$ cat src/rtl/sram_cyc_pkg.sv
package sram_cyc_pkg;

   typedef enum logic [2:0] {
      ST_IDLE     = 3'd0,
      ST_RD_ACC   = 3'd1,
      ST_WR_SETUP = 3'd2,
      ST_WR_PULSE = 3'd3,
      ST_WR_HOLD  = 3'd4,
      ST_WR_RECOV = 3'd5
   } cyc_state_e;

   function automatic int unsigned max2(input int unsigned a, input int unsigned b);
      return (a > b) ? a : b;
   endfunction

endpackage

$ cat src/rtl/sram_cyc_timer.sv
module sram_cyc_timer #(
   parameter int CNT_W = 4
) (
   input  logic             clk,
   input  logic             rst_n,
   input  logic             load,
   input  logic [CNT_W-1:0] load_val,
   output logic             zero
);

   logic [CNT_W-1:0] cnt_q;

   always_ff @(posedge clk or negedge rst_n) begin
      if (!rst_n)             cnt_q <= '0;
      else if (load)          cnt_q <= load_val;
      else if (cnt_q != '0)   cnt_q <= cnt_q - 1'b1;
   end

   assign zero = (cnt_q == '0);

endmodule

$ cat src/rtl/sram_cyc_fsm.sv
module sram_cyc_fsm
   import sram_cyc_pkg::*;
#(
   parameter int ACC_CYC   = 5,
   parameter int WP_CYC    = 4,
   parameter int HOLD_CYC  = 1,
   parameter int RECOV_CYC = 1,
   parameter int CNT_W     = 4
) (
   input  logic             clk,
   input  logic             rst_n,
   input  logic             req_valid,
   input  logic             req_write,
   input  logic             tmr_zero,
   output cyc_state_e       state,
   output logic             tmr_load,
   output logic [CNT_W-1:0] tmr_val,
   output logic             accept,
   output logic             capture,
   output logic             done,
   output logic             pulse_seen
);

   localparam bit              HAS_HOLD  = (HOLD_CYC > 0);
   localparam logic [CNT_W-1:0] ACC_LD   = CNT_W'(ACC_CYC - 1);
   localparam logic [CNT_W-1:0] WP_LD    = CNT_W'(WP_CYC - 1);
   localparam logic [CNT_W-1:0] HOLD_LD  = CNT_W'(HAS_HOLD ? HOLD_CYC - 1 : 0);
   localparam logic [CNT_W-1:0] RECOV_LD = CNT_W'(RECOV_CYC - 1);

   cyc_state_e state_q, state_d;
   logic       finish;
   logic       done_q;
   logic       seen_q;

   always_comb begin
      state_d  = state_q;
      tmr_load = 1'b0;
      tmr_val  = '0;
      accept   = 1'b0;
      capture  = 1'b0;
      finish   = 1'b0;
      case (state_q)
         ST_IDLE: begin
            if (req_valid) begin
               accept = 1'b1;
               if (req_write) begin
                  state_d = ST_WR_SETUP;
               end else begin
                  state_d  = ST_RD_ACC;
                  tmr_load = 1'b1;
                  tmr_val  = ACC_LD;
               end
            end
         end
         ST_RD_ACC: begin
            if (tmr_zero) begin
               capture = 1'b1;
               finish  = 1'b1;
               state_d = ST_IDLE;
            end
         end
         ST_WR_SETUP: begin
            state_d  = ST_WR_PULSE;
            tmr_load = 1'b1;
            tmr_val  = WP_LD;
         end
         ST_WR_PULSE: begin
            if (tmr_zero) begin
               tmr_load = 1'b1;
               if (HAS_HOLD) begin
                  state_d = ST_WR_HOLD;
                  tmr_val = HOLD_LD;
               end else begin
                  state_d = ST_WR_RECOV;
                  tmr_val = RECOV_LD;
               end
            end
         end
         ST_WR_HOLD: begin
            if (tmr_zero) begin
               state_d  = ST_WR_RECOV;
               tmr_load = 1'b1;
               tmr_val  = RECOV_LD;
            end
         end
         ST_WR_RECOV: begin
            if (tmr_zero) begin
               finish  = 1'b1;
               state_d = ST_IDLE;
            end
         end
         default: state_d = ST_IDLE;
      endcase
   end

   always_ff @(posedge clk or negedge rst_n) begin
      if (!rst_n) begin
         state_q <= ST_IDLE;
         done_q  <= 1'b0;
         seen_q  <= 1'b0;
      end else begin
         state_q <= state_d;
         done_q  <= finish;
         seen_q  <= (state_q == ST_WR_PULSE);
      end
   end

   assign state      = state_q;
   assign done       = done_q;
   assign pulse_seen = seen_q;

   // the done pulse never lasts two cycles
   a_r9_done_single: assert property (@(posedge clk) disable iff (!rst_n)
      done_q |=> !done_q);

   // a new cycle starts only from idle
   a_r8_accept_idle: assert property (@(posedge clk) disable iff (!rst_n)
      (state_q != ST_IDLE) |-> !accept);

endmodule

$ cat src/rtl/sram_cyc_datapath.sv
module sram_cyc_datapath #(
   parameter int ADDR_W = 11,
   parameter int DATA_W = 8
) (
   input  logic              clk,
   input  logic              rst_n,
   input  logic              accept,
   input  logic              capture,
   input  logic [ADDR_W-1:0] req_addr,
   input  logic [DATA_W-1:0] req_wdata,
   input  logic [DATA_W-1:0] dq_in,
   output logic [ADDR_W-1:0] addr,
   output logic [DATA_W-1:0] wdata,
   output logic [DATA_W-1:0] rdata
);

   logic [ADDR_W-1:0] addr_q;
   logic [DATA_W-1:0] wdata_q;
   logic [DATA_W-1:0] rdata_q;

   always_ff @(posedge clk or negedge rst_n) begin
      if (!rst_n) begin
         addr_q  <= '0;
         wdata_q <= '0;
      end else if (accept) begin
         addr_q  <= req_addr;
         wdata_q <= req_wdata;
      end
   end

   always_ff @(posedge clk or negedge rst_n) begin
      if (!rst_n)       rdata_q <= '0;
      else if (capture) rdata_q <= dq_in;
   end

   assign addr  = addr_q;
   assign wdata = wdata_q;
   assign rdata = rdata_q;

   // the read register moves only on a capture edge
   a_r10_rdata_hold: assert property (@(posedge clk) disable iff (!rst_n)
      !capture |=> $stable(rdata_q));

endmodule

$ cat src/rtl/sram_cyc_ctrl.sv
module sram_cyc_ctrl
   import sram_cyc_pkg::*;
#(
   parameter int ADDR_W    = 11,
   parameter int DATA_W    = 8,
   parameter int ACC_CYC   = 5,
   parameter int WP_CYC    = 4,
   parameter int DS_CYC    = 2,
   parameter int HOLD_CYC  = 1,
   parameter int RECOV_CYC = 1
) (
   input  logic              clk,
   input  logic              rst_n,
   input  logic              req_valid,
   input  logic              req_write,
   input  logic [ADDR_W-1:0] req_addr,
   input  logic [DATA_W-1:0] req_wdata,
   output logic              busy,
   output logic              done,
   output logic [DATA_W-1:0] rd_data,
   output logic [ADDR_W-1:0] sram_addr,
   output logic              sram_ce_n,
   output logic              sram_we_n,
   output logic              sram_oe_n,
   output logic [DATA_W-1:0] sram_dq_out,
   input  logic [DATA_W-1:0] sram_dq_in,
   output logic              sram_dq_oe
);

   localparam int unsigned MAX_CYC =
      max2(max2(ACC_CYC, WP_CYC), max2(HOLD_CYC, RECOV_CYC));
   localparam int CNT_W = $clog2(MAX_CYC + 1);

   generate
      if (ADDR_W < 1 || DATA_W < 1) begin : g_bad_width
         $error("sram_cyc_ctrl: address and data widths must be positive");
      end
      if (ACC_CYC < 1 || RECOV_CYC < 1 || HOLD_CYC < 0) begin : g_bad_count
         $error("sram_cyc_ctrl: access and recovery need at least one cycle");
      end
      if (DS_CYC < 1 || WP_CYC < DS_CYC + 1) begin : g_bad_setup
         $error("sram_cyc_ctrl: pulse must cover one turn-on cycle plus data setup");
      end
   endgenerate

   cyc_state_e       state;
   logic             tmr_load;
   logic [CNT_W-1:0] tmr_val;
   logic             tmr_zero;
   logic             accept;
   logic             capture;
   logic             pulse_seen;

   sram_cyc_fsm #(
      .ACC_CYC   (ACC_CYC),
      .WP_CYC    (WP_CYC),
      .HOLD_CYC  (HOLD_CYC),
      .RECOV_CYC (RECOV_CYC),
      .CNT_W     (CNT_W)
   ) fsm_i (
      .clk        (clk),
      .rst_n      (rst_n),
      .req_valid  (req_valid),
      .req_write  (req_write),
      .tmr_zero   (tmr_zero),
      .state      (state),
      .tmr_load   (tmr_load),
      .tmr_val    (tmr_val),
      .accept     (accept),
      .capture    (capture),
      .done       (done),
      .pulse_seen (pulse_seen)
   );

   sram_cyc_timer #(
      .CNT_W (CNT_W)
   ) timer_i (
      .clk      (clk),
      .rst_n    (rst_n),
      .load     (tmr_load),
      .load_val (tmr_val),
      .zero     (tmr_zero)
   );

   sram_cyc_datapath #(
      .ADDR_W (ADDR_W),
      .DATA_W (DATA_W)
   ) dp_i (
      .clk       (clk),
      .rst_n     (rst_n),
      .accept    (accept),
      .capture   (capture),
      .req_addr  (req_addr),
      .req_wdata (req_wdata),
      .dq_in     (sram_dq_in),
      .addr      (sram_addr),
      .wdata     (sram_dq_out),
      .rdata     (rd_data)
   );

   assign busy       = (state != ST_IDLE);
   assign sram_ce_n  = !(state inside {ST_RD_ACC, ST_WR_SETUP, ST_WR_PULSE, ST_WR_HOLD});
   assign sram_we_n  = (state != ST_WR_PULSE);
   assign sram_oe_n  = (state != ST_RD_ACC);
   assign sram_dq_oe = ((state == ST_WR_PULSE) && pulse_seen) || (state == ST_WR_HOLD);

   // write enable only inside chip enable, with output enable off
   a_r3_we_in_ce: assert property (@(posedge clk) disable iff (!rst_n)
      !sram_we_n |-> (!sram_ce_n && sram_oe_n));

   // output enable only for a read with chip enable active
   a_r2_oe_read: assert property (@(posedge clk) disable iff (!rst_n)
      !sram_oe_n |-> (!sram_ce_n && sram_we_n && !sram_dq_oe));

   // address frozen while the write window is open
   a_r4_addr_stable: assert property (@(posedge clk) disable iff (!rst_n)
      !sram_we_n |-> $stable(sram_addr));

   // address frozen between consecutive busy cycles
   a_r4_addr_busy: assert property (@(posedge clk) disable iff (!rst_n)
      (busy && $past(busy)) |-> $stable(sram_addr));

   // drivers on only with chip enable low and output enable high
   a_r5_drive_window: assert property (@(posedge clk) disable iff (!rst_n)
      sram_dq_oe |-> (!sram_ce_n && sram_oe_n));

   // driven value constant while the drivers stay on
   a_r5_drive_stable: assert property (@(posedge clk) disable iff (!rst_n)
      (sram_dq_oe && $past(sram_dq_oe)) |-> $stable(sram_dq_out));

   // drivers never turn on in the cycle write enable falls
   a_r5_late_on: assert property (@(posedge clk) disable iff (!rst_n)
      $fell(sram_we_n) |-> !sram_dq_oe);

   // done only while idle
   a_r9_done_idle: assert property (@(posedge clk) disable iff (!rst_n)
      done |-> !busy);

endmodule

$ cat config.mk
export PLATFORM = sky130hd
export DESIGN_NAME = sram_cyc_ctrl
export DESIGN_NICKNAME = d
export VERILOG_FILES = /design/src/rtl/sram_cyc_pkg.sv /design/src/rtl/sram_cyc_timer.sv /design/src/rtl/sram_cyc_fsm.sv /design/src/rtl/sram_cyc_datapath.sv /design/src/rtl/sram_cyc_ctrl.sv
export SDC_FILE = /design/constraint.sdc
export NUM_CORES = 1
export LEC_CHECK = 0
export ABC_AREA = 1
export BUFFER_PORTS_ARGS = -buffer_cell sky130_fd_sc_hd__buf_2
export CORE_ASPECT_RATIO = 1.2
export CORE_MARGIN = 3
export CORE_UTILIZATION = 48
export CTS_CLUSTER_DIAMETER = 60
export DETAILED_ROUTE_END_ITERATION = 8
export PLACE_DENSITY = 0.78
export REMOVE_ABC_BUFFERS = 1
export SLEW_MARGIN = 20
export SYNTH_ARGS = -nofsm -noshare
export SYNTH_HDL_FRONTEND = slang
export SYNTH_HIERARCHICAL = 1
export SYNTH_SLANG_ARGS = --single-unit
$ cat constraint.sdc
create_clock -name clk -period 2 [get_ports clk]
set_input_delay 0.2 -clock clk [delete_from_list [all_inputs] [get_ports clk]]
set_output_delay 0.2 -clock clk [all_outputs]
set_load 0.005 [all_outputs]
==> Implementation_results.wiki <==
{| class="wikitable"
! Metric !! Value
|-
| Clk_lat worst skew || 0.33 ns
|-
| Startpoint of the lowest-slack register-to-register path || timer_i/cnt_q[0]$_DFFE_PN0P_
|-
| DR vias/cell || 4.74
|-
| Share of the clock period used by the worst path after layout || 0.845
|-
| Post-route design area || 2000 um^2
|-
| Standard cell area after detailed placement || 1940 um^2
|-
| Pin count of the biggest net entering global routing || 36
|-
| Leak Pwr || 1.21 nW
|-
| Number of inserted diodes || 0
|-
| Summed negative setup slack over all endpoints || 0 ns
|-
| Number of cell instances on the worst register-to-register path || 9
|-
| Layout Skew || 0.00931 ns
|-
| Bufs on Longest Clock Path || 2
|-
| Ratio of total power to cell area || 1500 nW/um^2
|-
| Mean instance size in the synthesized netlist || 8.00 um^2
|-
| Warnings from Yosys || 6
|-
| Antenna violations before repair || 0
|-
| Core area || 3140 um^2
|-
| Remaining number of nets flagged by the antenna check after routing || 0
|-
| CP max FO || 8
|-
| Final critical-path required period || 1.69 ns
|-
| Wirelength per Cell || 11.0 um
|-
| Post-synthesis instance area || 1620 um^2
|-
| Buffer count from post-CTS setup fixing || 0
|-
| Row Count || 22
|-
| Number of global-route vias before repair || 1448
|-
| DIE AREA || 4120 um^2
|-
| Initial core utilization || 0.518
|-
| Fraction of layout cells with a size suffix above 1 || 0.309
|-
| Post-synthesis cell count || 203
|-
| Highest achievable clock rate || 592 MHz
|-
| Half-perimeter wire length after placement || 2.52 mm
|-
| Number of unique standard cell types used by synthesis || 20
|-
| Input/output buffers || 63
|-
| Sequential share of the synthesized area || 0.539
|-
| Outcome || finished clean
|-
| Relative slew slack || 0.498
|-
| Total I/O pin count || 64
|-
| Total of endpoints with negative setup slack in the final report || 0
|-
| Hold Crit Class || in2reg
|-
| Layout net count || 304
|-
| Sort of element at the end of the critical path || flop
|-
| Crit path launch || timer_i/cnt_q[0]$_DFFE_PN0P_
|-
| Max-slew violation count || 0
|-
| Overall power consumption || 3.00 mW
|-
| Initial detailed-routing violation count || 86
|-
| Actual transition at the worst max-transition pin || 0.753 ns
|-
| Routability cong. || 0.813
|-
| DIE HEIGHT || 69.7 um
|-
| Unrepaired setup endpoints after global routing || false
|-
| H-tree levels || 2
|-
| Max Cap Viol || 0
|-
| Layout overhead on the synthesized area || 23.3%
|-
| Total number of clock tree sinks || 35
|-
| First-pass iteration count of the detailed router || 4
|-
| Post-route DRC violation count || 0
|-
| Endpoint of the lowest-slack register-to-register path || dp_i/rdata[5]$_DFFE_PN0P_
|-
| Count of vias placed by the detailed router || 1461
|-
| Clock root buffer || clkbuf_4
|-
| Signal arrival time at the worst endpoint || 1.93 ns
|-
| Worst setup slack for register-to-register paths || 0.31 ns
|-
| Clock slew at the register clock pins of the worst setup and hold paths || 0.10 ns
|-
| Total grt overflow || 0
|-
| Type of the worst setup path || reg2reg
|-
| Hold Vio Cnt, Final || 0
|-
| VDD IR-drop max || 0.888 mV
|-
| Data required time of the critical path || 2.24 ns
|-
| Clock tree from TritonCTS || done
|-
| Inserted Clock Buffers || 5
|-
| Last element of the critical path || dp_i/rdata[5]$_DFFE_PN0P_
|-
| Wire length of the first global-routing pass || 5.98 mm
|-
| Horiz. Die Dim || 59.1 um
|-
| Synthesis-stage register bit count || 35
|-
| Category of the worst setup path launch point || flop
|-
| Total Routing Usage GR || 0.184
|-
| Post-Route WL || 3.39 mm
|}
[how the worst min path moves through the flow]
stage | from | to | slack [ns] | cells after the start
floorplan | rst_n | dp_i/addr[0]$_DFFE_PN0P_ | -0.1 | 0
global placement | rst_n | dp_i/wdata[4]$_DFFE_PN0P_ | 0.31 | 1
detailed placement | rst_n | dp_i/wdata[4]$_DFFE_PN0P_ | 0.31 | 1
CTS | sram_dq_in[6] | dp_i/rdata[6]$_DFFE_PN0P_ | 0.04 | 3
global route | req_addr[7] | dp_i/addr[7]$_DFFE_PN0P_ | 0.03 | 3
finish | sram_dq_in[6] | dp_i/rdata[6]$_DFFE_PN0P_ | 0.05 | 3
[placed cells by master, fill, tap and decap left out, types with 2 or more instances in the layout]
cell,instances
o21ai_0,3
buf_4,2
inv_1,15
clkbuf_4,5
dfrtp_1,35
nand2_1,112
ha_1,2
nand2_2,4
nand3_1,10
nor2_2,4
buf_2,63
nor2_1,3
inv_2,3
[through the flow]
| stage | utilization | worst slack (ns) | instances | hold slack [ns] |
|---|---|---|---|---|
| 2_1_floorplan | - | 0.0996 | 198 | -0.0956 |
| 3_3_place_gp | 0.618 | 0.361 | 299 | 0.305 |
| 3_5_place_dp | 0.618 | 0.315 | 299 | 0.309 |
| 4_1_cts | 0.638 | 0.302 | 308 | 0.0425 |
| 5_1_grt | 0.638 | 0.0747 | 308 | 0.0341 |
| 6_report | 0.638 | 0.311 | 308 | 0.0542 |
[what timing repair did]
| action | CTS | global route |
|---|---|---|
| setup endpoints to repair | 0 | 0 |
| endpoints found under the hold margin | 35 | 0 |
| hold buffers | 1 | 0 |
| resized for setup | 0 | 0 |
[critical path, stage by stage (launching register included)]
cell	delay, ns
dfrtp_1	0.40
inv_1	0.08
ha_1	0.18
inv_1	0.06
nor2_2	0.12
inv_1	0.13
nor3_1	0.28
inv_1	0.20
nand2_1	0.10
nand2_1	0.05
[routing by layer]
layer | wire, um | track usage
met2 | 1610 | 0.303
met1 | 1440 | 0.222
met3 | 310 | 0.0689
met5 | 0 | 0
met4 | 23 | 0.0453
[Yosys cell counts]
| cell | count | area, um^2 |
|---|---|---|
| a21oi_1 | 1 | 5.00 |
| buf_12 | 1 | 20.0 |
| buf_4 | 1 | 7.51 |
| buf_6 | 3 | 33.8 |
| dfrtp_1 | 35 | 876 |
| ha_1 | 2 | 25.0 |
| inv_1 | 15 | 56.3 |
| inv_2 | 3 | 11.3 |
| nand2_1 | 112 | 420 |
| nand2_2 | 4 | 25.0 |
| nand3_1 | 10 | 50.1 |
| nand3b_1 | 1 | 7.51 |
| nand4_1 | 1 | 6.26 |
| nor2_1 | 3 | 11.3 |
| nor2_2 | 4 | 25.0 |
| nor2_4 | 1 | 11.3 |
| nor3_1 | 1 | 5.00 |
| o211ai_1 | 1 | 7.51 |
| o21ai_0 | 3 | 15.0 |
| o21ai_1 | 1 | 5.00 |
[cells by family after synthesis]
family          count (synthesis)  share of synthesized area
flops                          35                      0.539
compound gates                  6                     0.0200
fa+ha+maj                       2                     0.0154
buf+inv                        23                     0.0794
simple gates                  137                      0.346
[report_power, final]
part	switching, mW	total, mW	internal (mW)
clock	0.227	0.363	0.136
sequential	0.225	1.26	1.04
combinational	0.796	1.37	0.576
[layout make-up]
type,count,area [um^2]
tap,36,45.0
clock buffer,6,41.3
timing repair buffer,66,340
clock inverter,2,12.5
sequential,35,876
inverter,18,67.6
multi-input combinational,145,619
fill,319,1140
[flip-flops by register name, summed over array words and instances (netlist names)]
register	count
fsm_i/state	3
fsm_i/done	1
dp_i/rdata	8
dp_i/addr	11
timer_i/cnt_q	3
dp_i/wdata	8
fsm_i/pulse_seen	1
No activity file was read; power rests on OpenSTA's default activity.
